[config.mk]
export PLATFORM = sky130hd
export DESIGN_NAME = tig_gate_ctrl
export DESIGN_NICKNAME = d
export VERILOG_FILES = /design/src/rtl/tig_pkg.sv /design/src/rtl/tig_edge_sync.sv /design/src/rtl/tig_holdoff.sv /design/src/rtl/tig_clk_sel.sv /design/src/rtl/tig_gate_ctrl.sv
export SDC_FILE = /design/constraint.sdc
export NUM_CORES = 1
export LEC_CHECK = 0
export BUFFER_PORTS_ARGS = -buffer_cell sky130_fd_sc_hd__buf_4
export CAP_MARGIN = 20
export CORE_AREA = 5 5 75 70
export DETAILED_ROUTE_END_ITERATION = 6
export DIE_AREA = 0 0 80 75
export PLACE_DENSITY_LB_ADDON = 0.3
export SYNTH_ARGS = -nofsm -noshare
export SYNTH_HDL_FRONTEND = slang
export SYNTH_SLANG_ARGS = --single-unit
[constraint.sdc]
create_clock -name clk -period 3 [get_ports clk]
set_clock_uncertainty 0.1 [all_clocks]
set_input_delay 0.15 -clock clk [delete_from_list [all_inputs] [get_ports clk]]
set_output_delay 0.15 -clock clk [all_outputs]
set_load 0.05 [all_outputs]
[src/rtl/tig_pkg.sv]
package tig_pkg;

  typedef enum logic [2:0] {
    ST_IDLE    = 3'd0,
    ST_ARMED   = 3'd1,
    ST_OPEN    = 3'd2,
    ST_EXPIRED = 3'd3,
    ST_CLOSED  = 3'd4
  } tig_state_e;

  // Holdoff length actually loaded: the setting, raised to the floor.
  function automatic int unsigned clamp_holdoff(input int unsigned cfg,
                                                input int unsigned floor_len);
    return (cfg < floor_len) ? floor_len : cfg;
  endfunction

endpackage

[src/rtl/tig_edge_sync.sv]
module tig_edge_sync #(
  parameter int STAGES = 2
) (
  input  logic clk,
  input  logic rst_n,
  input  logic d,
  output logic rise
);
  logic [STAGES-1:0] chain;
  logic              last;

  generate
    if (STAGES == 1) begin : g_single
      always_ff @(posedge clk or negedge rst_n) begin
        if (!rst_n) chain <= '0;
        else        chain <= d;
      end
    end else begin : g_multi
      always_ff @(posedge clk or negedge rst_n) begin
        if (!rst_n) chain <= '0;
        else        chain <= {chain[STAGES-2:0], d};
      end
    end
  endgenerate

  always_ff @(posedge clk or negedge rst_n) begin
    if (!rst_n) last <= 1'b0;
    else        last <= chain[STAGES-1];
  end

  assign rise = chain[STAGES-1] & ~last;
endmodule

[src/rtl/tig_holdoff.sv]
module tig_holdoff #(
  parameter int W       = 16,
  parameter int MIN_LEN = 2
) (
  input  logic         clk,
  input  logic         rst_n,
  input  logic         load,
  input  logic [W-1:0] cfg,
  input  logic         run,
  output logic         done
);
  localparam logic [W-1:0] FLOOR = W'(MIN_LEN);

  logic [W-1:0] cnt;

  function automatic logic [W-1:0] load_value(input logic [W-1:0] c);
    return (c < FLOOR) ? FLOOR : c;
  endfunction

  always_ff @(posedge clk or negedge rst_n) begin
    if (!rst_n)                  cnt <= '0;
    else if (load)               cnt <= load_value(cfg);
    else if (run && cnt != '0)   cnt <= cnt - 1'b1;
  end

  assign done = run && (cnt == W'(1));
endmodule

[src/rtl/tig_clk_sel.sv]
module tig_clk_sel #(
  parameter int NDIV  = 4,
  parameter int SEL_W = $clog2(NDIV + 1)
) (
  input  logic [SEL_W-1:0] res_sel,
  input  logic [NDIV-1:0]  tb_tick,
  input  logic             gate,
  output logic             count_en
);
  localparam int NSRC = 1 << SEL_W;

  logic [NSRC-1:0] src;

  generate
    for (genvar k = 0; k < NSRC; k++) begin : g_src
      if (k == 0) begin : g_raw
        assign src[k] = 1'b1;
      end else if (k <= NDIV) begin : g_div
        assign src[k] = tb_tick[k-1];
      end else begin : g_none
        assign src[k] = 1'b0;
      end
    end
  endgenerate

  assign count_en = gate & src[res_sel];
endmodule

[src/rtl/tig_gate_ctrl.sv]
module tig_gate_ctrl
  import tig_pkg::*;
#(
  parameter int HO_W    = 16,
  parameter int HO_MIN  = 2,
  parameter int NDIV    = 4,
  parameter int SYNC_N  = 2,
  localparam int SEL_W  = $clog2(NDIV + 1)
) (
  input  logic             clk,
  input  logic             rst_n,
  input  logic             meas_reset,
  input  logic             inhibit,
  input  logic             start_in,
  input  logic             stop_in,
  input  logic [HO_W-1:0]  holdoff_cfg,
  input  logic [SEL_W-1:0] res_sel,
  input  logic [NDIV-1:0]  tb_tick,
  input  logic             meas_done,
  output logic             gate_out,
  output logic             delay_out,
  output logic             count_en,
  output logic             max_pulse,
  output logic [2:0]       status
);
  tig_state_e state_q, state_d;

  // Named internal events, also observed by the checker.
  logic start_evt;
  logic stop_evt;
  logic ho_load;
  logic ho_run;
  logic ho_done;
  logic done_last;

  tig_edge_sync #(.STAGES(SYNC_N)) u_start_sync (
    .clk(clk), .rst_n(rst_n), .d(start_in), .rise(start_evt)
  );

  tig_edge_sync #(.STAGES(SYNC_N)) u_stop_sync (
    .clk(clk), .rst_n(rst_n), .d(stop_in), .rise(stop_evt)
  );

  assign ho_load = (state_q == ST_ARMED) && inhibit && start_evt && !meas_reset;
  assign ho_run  = (state_q == ST_OPEN);

  tig_holdoff #(.W(HO_W), .MIN_LEN(HO_MIN)) u_holdoff (
    .clk(clk), .rst_n(rst_n), .load(ho_load), .cfg(holdoff_cfg),
    .run(ho_run), .done(ho_done)
  );

  always_comb begin
    state_d = state_q;
    unique case (state_q)
      ST_IDLE:    if (inhibit) state_d = ST_ARMED;
      ST_ARMED: begin
        if (!inhibit)       state_d = ST_IDLE;
        else if (start_evt) state_d = ST_OPEN;
      end
      ST_OPEN:    if (ho_done)  state_d = ST_EXPIRED;
      ST_EXPIRED: if (stop_evt) state_d = ST_CLOSED;
      ST_CLOSED:  state_d = ST_CLOSED;
      default:    state_d = ST_IDLE;
    endcase
    if (meas_reset) state_d = ST_IDLE;
  end

  always_ff @(posedge clk or negedge rst_n) begin
    if (!rst_n) state_q <= ST_IDLE;
    else        state_q <= state_d;
  end

  always_ff @(posedge clk or negedge rst_n) begin
    if (!rst_n) begin
      done_last <= 1'b0;
      max_pulse <= 1'b0;
    end else begin
      done_last <= meas_done;
      max_pulse <= meas_done & ~done_last;
    end
  end

  assign gate_out  = (state_q == ST_OPEN) || (state_q == ST_EXPIRED);
  assign delay_out = (state_q == ST_OPEN);
  assign status    = state_q;

  tig_clk_sel #(.NDIV(NDIV)) u_clk_sel (
    .res_sel(res_sel), .tb_tick(tb_tick), .gate(gate_out), .count_en(count_en)
  );
endmodule

==> results list <==
* Number of distinct library cells after synthesis: 43
- Count of final setup violators: 0
- The floorplan step defined a die boundary enclosing approximately 6000 µm².
- Post-route total power: 0.9360 mW
- Vias: around 1.4k
* GR Overflow Total: 0
* Detailed-route wire length per cell: roughly 14 µm
- Ports placed on the boundary: 37
- The net count of the finished layout is 240.
- Filler Cells Inserted: ~450
- Area taken by flip-flops and latches: 675.6 µm²
- For this design, the CTS-stage hold fixing added 7 buffers.
- Avg Vias per Cell: around 5
* CTS tree: yes
* Leakage power summed over all cells: ~0.82 nW
* Post-detailed-placement half-perimeter wirelength: ~2800 µm
- STA classifies the critical path endpoint as a flip-flop.
- Maximum achievable frequency: roughly 0.42 GHz
* Hold violation total from the final report: 0
- Destination of the worst hold path: u_holdoff.cnt[0]
- Start of the worst register-to-register path: u_holdoff.cnt[0]
- Weighted congestion at the end of routability-driven global placement: ~0.80
- Clock-pin slew was measured on the worst setup and hold paths at 0.09 ns.
- By instance count, the leading cell after synthesis is sky130_fd_sc_hd__dfrtp_1.
- Core Region: 4374 µm²
- Power share of the sequential group: 54.6%
- For flop-to-flop paths, the worst setup slack is 0.61 ns.
- Setup repair after global routing missed its margin: no
* Multi-input logic area: roughly 730 µm²
* Max-capacitance violation count: 0
- Total global routing track utilization: a little over an eighth
- The critical path in this run is classified as flip-flop to flip-flop.
- Post-CTS setup buffer count: 0
- Vias in the first global route: ~1.3k
- Worst-case headroom to the max-slew limit: around three fifths
- For this run, design rule violations remaining after detail routing come to 0.
- The synthesized design contains 0 enable-type register cells.
- Dominant synthesized flop cell: sky130_fd_sc_hd__dfrtp_1
* Number of buffers created by CTS: 3
* Pin count of the biggest net entering global routing: 28
- Setup TNS: 0 ns
- Initial standard-cell utilization of the core: 33.58%
- In this run the power spent charging and discharging nets is 0.3056 mW.
* Post-synthesis register bit count: 27
* Per-instance average area after synthesis: ~9 µm²
- Share of power burned in combinational logic: 22.7%
- Hold Crit Start: holdoff_cfg[0]
* Total of buffers placed on input and output ports: 36
- Of the available clock period, the critical path in the final layout requires around 80%.
* ANT nets after route: 0
- Syn Inst Count: between 150 and 200
- The synthesized design devotes to its leading area cell type 46.00% of total area.
* Synth area leaders: sky130_fd_sc_hd__dfrtp_1 (46%), sky130_fd_sc_hd__nor2_1 (4.9%), sky130_fd_sc_hd__a21oi_1 (4.4%)
* H-tree lvl count: 1
- Wires add up to between 3000 and 4000 µm.
- Sequential fraction of the synthesis area: 46.00%
- Final max-slew violation count: 0
- The number of antenna violations at the first check in global routing is 0.
- Cell area after synthesis: about 1500 µm²
* Maximum VDD drop: 0.0001888 V
- The floorplan has 23 rows.
- Leading area contributor after synthesis: sky130_fd_sc_hd__dfrtp_1
- CP Data Arrival Time: 2.46 ns
* Resize count post-CTS: 0
- Wire length of the first global-routing pass: ~6300 µm
* Number of cells on the worst reg-to-reg path: 7
- Floorplan die width: approximately 80 µm
* Clock Root Buffer: sky130_fd_sc_hd__clkbuf_8
- Ratio of cells with drive above 1 in the final layout: between 20% and 30%
* Antenna diode instance count: 0
- Drt first pass iters: 4
- Counting every sink on the clock net gives 27.
- In this run the worst hold path is classified as input pin to flip-flop.
* Top post-synthesis cells by count: sky130_fd_sc_hd__dfrtp_1 (27), sky130_fd_sc_hd__nor2_1 (19), sky130_fd_sc_hd__a21oi_1 (13), sky130_fd_sc_hd__o21ai_0 (13), sky130_fd_sc_hd__nand2_1 (12)
- Counting flops with an async set or reset pin after synthesis yields a share of between 90% and 100%.
* Net Sw Frac: 32.65%
- The later pin in the worst-skew pair is clocked with a latency of approximately 0.27 ns.
- Cells on Worst Hold Path: 3
- Crit path required time: 3.07 ns
- From synthesis to final layout, the design area changed by 30.92%.
- STA classifies the critical path startpoint as a flip-flop.
- The die is 75 µm tall.
- Counting along the longest clock path gives a buffer depth of 2.
- Count of yosys warnings during synthesis: 0
- Cell internal power was estimated by the tool at between 0.6 and 0.7 mW.
- Fin crit period: approximately 2.4 ns
- Reg-to-reg endpoint: u_holdoff.cnt[6]
- Largest fanout on the critical path: 9
* Transition time at the pin with the least slew margin: a little under 0.6 ns
- Dividing total power by cell area gives a power density of approximately 500 nW/µm².
- Outcome: finished, final reports clean
* Total nets after synthesis: approximately 200
* DR iter-0 viols: 66
* Part of the power in the clock network: a little under a quarter
[kinds of logic after synthesis]
family	synth area share, %
compound gates	17.80
xor+xnor	2.385
fa+ha+maj	1.703
buf+inv	4.173
flops	46.00
simple gates	27.94
[cell usage in the layout, fill, tap and decap left out, types with 2 or more instances in the layout]
master / instances
sky130_fd_sc_hd__buf_4: 37
sky130_fd_sc_hd__dfrtp_1: 27
sky130_fd_sc_hd__nor2_1: 19
sky130_fd_sc_hd__a21oi_1: 13
sky130_fd_sc_hd__o21ai_0: 13
sky130_fd_sc_hd__nand2_1: 12
sky130_fd_sc_hd__inv_1: 10
sky130_fd_sc_hd__dlygate4sd3_1: 7
sky130_fd_sc_hd__or4_1: 6
sky130_fd_sc_hd__nand3_1: 5
sky130_fd_sc_hd__nor4_1: 5
sky130_fd_sc_hd__xor2_1: 4
sky130_fd_sc_hd__a31oi_1: 3
sky130_fd_sc_hd__nand4_1: 3
sky130_fd_sc_hd__nor3_1: 3
sky130_fd_sc_hd__clkbuf_8: 3
sky130_fd_sc_hd__nand2b_1: 2
sky130_fd_sc_hd__nor2b_1: 2
sky130_fd_sc_hd__nor4bb_1: 2
sky130_fd_sc_hd__nor4b_1: 2
sky130_fd_sc_hd__nor4_2: 2
sky130_fd_sc_hd__a311oi_1: 2
sky130_fd_sc_hd__a21o_1: 2
sky130_fd_sc_hd__ha_1: 2
[critical path: stages (launching register included)]
cell and delay, ns:
sky130_fd_sc_hd__dfrtp_1 0.43, sky130_fd_sc_hd__inv_1 0.09, sky130_fd_sc_hd__ha_1 0.18, sky130_fd_sc_hd__or3b_2 0.55
sky130_fd_sc_hd__nor4_2 0.25, sky130_fd_sc_hd__o21ai_1 0.26, sky130_fd_sc_hd__o21a_1 0.19, sky130_fd_sc_hd__o221a_2 0.23
[how the worst max path moves through the flow]
stage               cells past startpoint        startpoint  slack, ns          endpoint
floorplan                               6         status[1]       0.69  u_holdoff.cnt[6]
global placement                        7  u_holdoff.cnt[0]       0.68  u_holdoff.cnt[8]
detailed placement                      7  u_holdoff.cnt[0]       0.64  u_holdoff.cnt[6]
CTS                                     7  u_holdoff.cnt[0]       0.62  u_holdoff.cnt[6]
global route                            5         status[1]       0.38  u_holdoff.cnt[4]
finish                                  7  u_holdoff.cnt[0]       0.61  u_holdoff.cnt[6]
[power groups by stage]
stage	Clock, mW	Combinational, mW	Sequential, mW
floorplan	0	0.129	0.501
global placement	0	0.202	0.515
detailed placement	0	0.204	0.516
CTS	0.221	0.212	0.510
global route	0.235	0.240	0.522
finish	0.212	0.212	0.511
[stage by stage]
step / setup WS, ns / util, % / hold slack [ns] / instances / cell area [µm²]
2_1_floorplan: 0.6920 / - / -0.2456 / 164 / 1469
3_3_place_gp: 0.6848 / 41.25 / -0.01566 / 258 / 1804
3_5_place_dp: 0.6436 / 41.25 / -0.01146 / 258 / 1804
4_1_cts: 0.6241 / 43.96 / 0.01057 / 269 / 1923
5_1_grt: 0.3822 / 43.96 / 0.02012 / 269 / 1923
6_report: 0.6056 / 43.96 / 0.01339 / 269 / 1923
[state kept, by name, indices dropped and copies added, names as in the netlist]
| signal | flops |
|---|---|
| u_holdoff.cnt | 16 |
| done_last | 1 |
| status | 3 |
| u_start_sync.last | 1 |
| u_stop_sync.last | 1 |
| u_start_sync.chain | 2 |
| max_pulse | 1 |
| u_stop_sync.chain | 2 |
[area by class of cell]
cell class	count	share of cell area [%]
Multi-Input combinational cell	121	38.06
Sequential cell	27	35.13
Inverter	11	2.147
Timing Repair Buffer	44	18.09
Tap cell	62	4.034
Clock buffer	3	2.147
Clock inverter	1	0.3904
[layer usage]
layer	vias to the layer above	share of wire (%)	track usage, %
met5	-	0	0
met4	0	1.2	6.004
met3	2	5.6	2.392
met2	35	46	20.04
met1	640	47	18.95
li1	688	-	-
No activity file was read; power rests on OpenSTA's default activity.
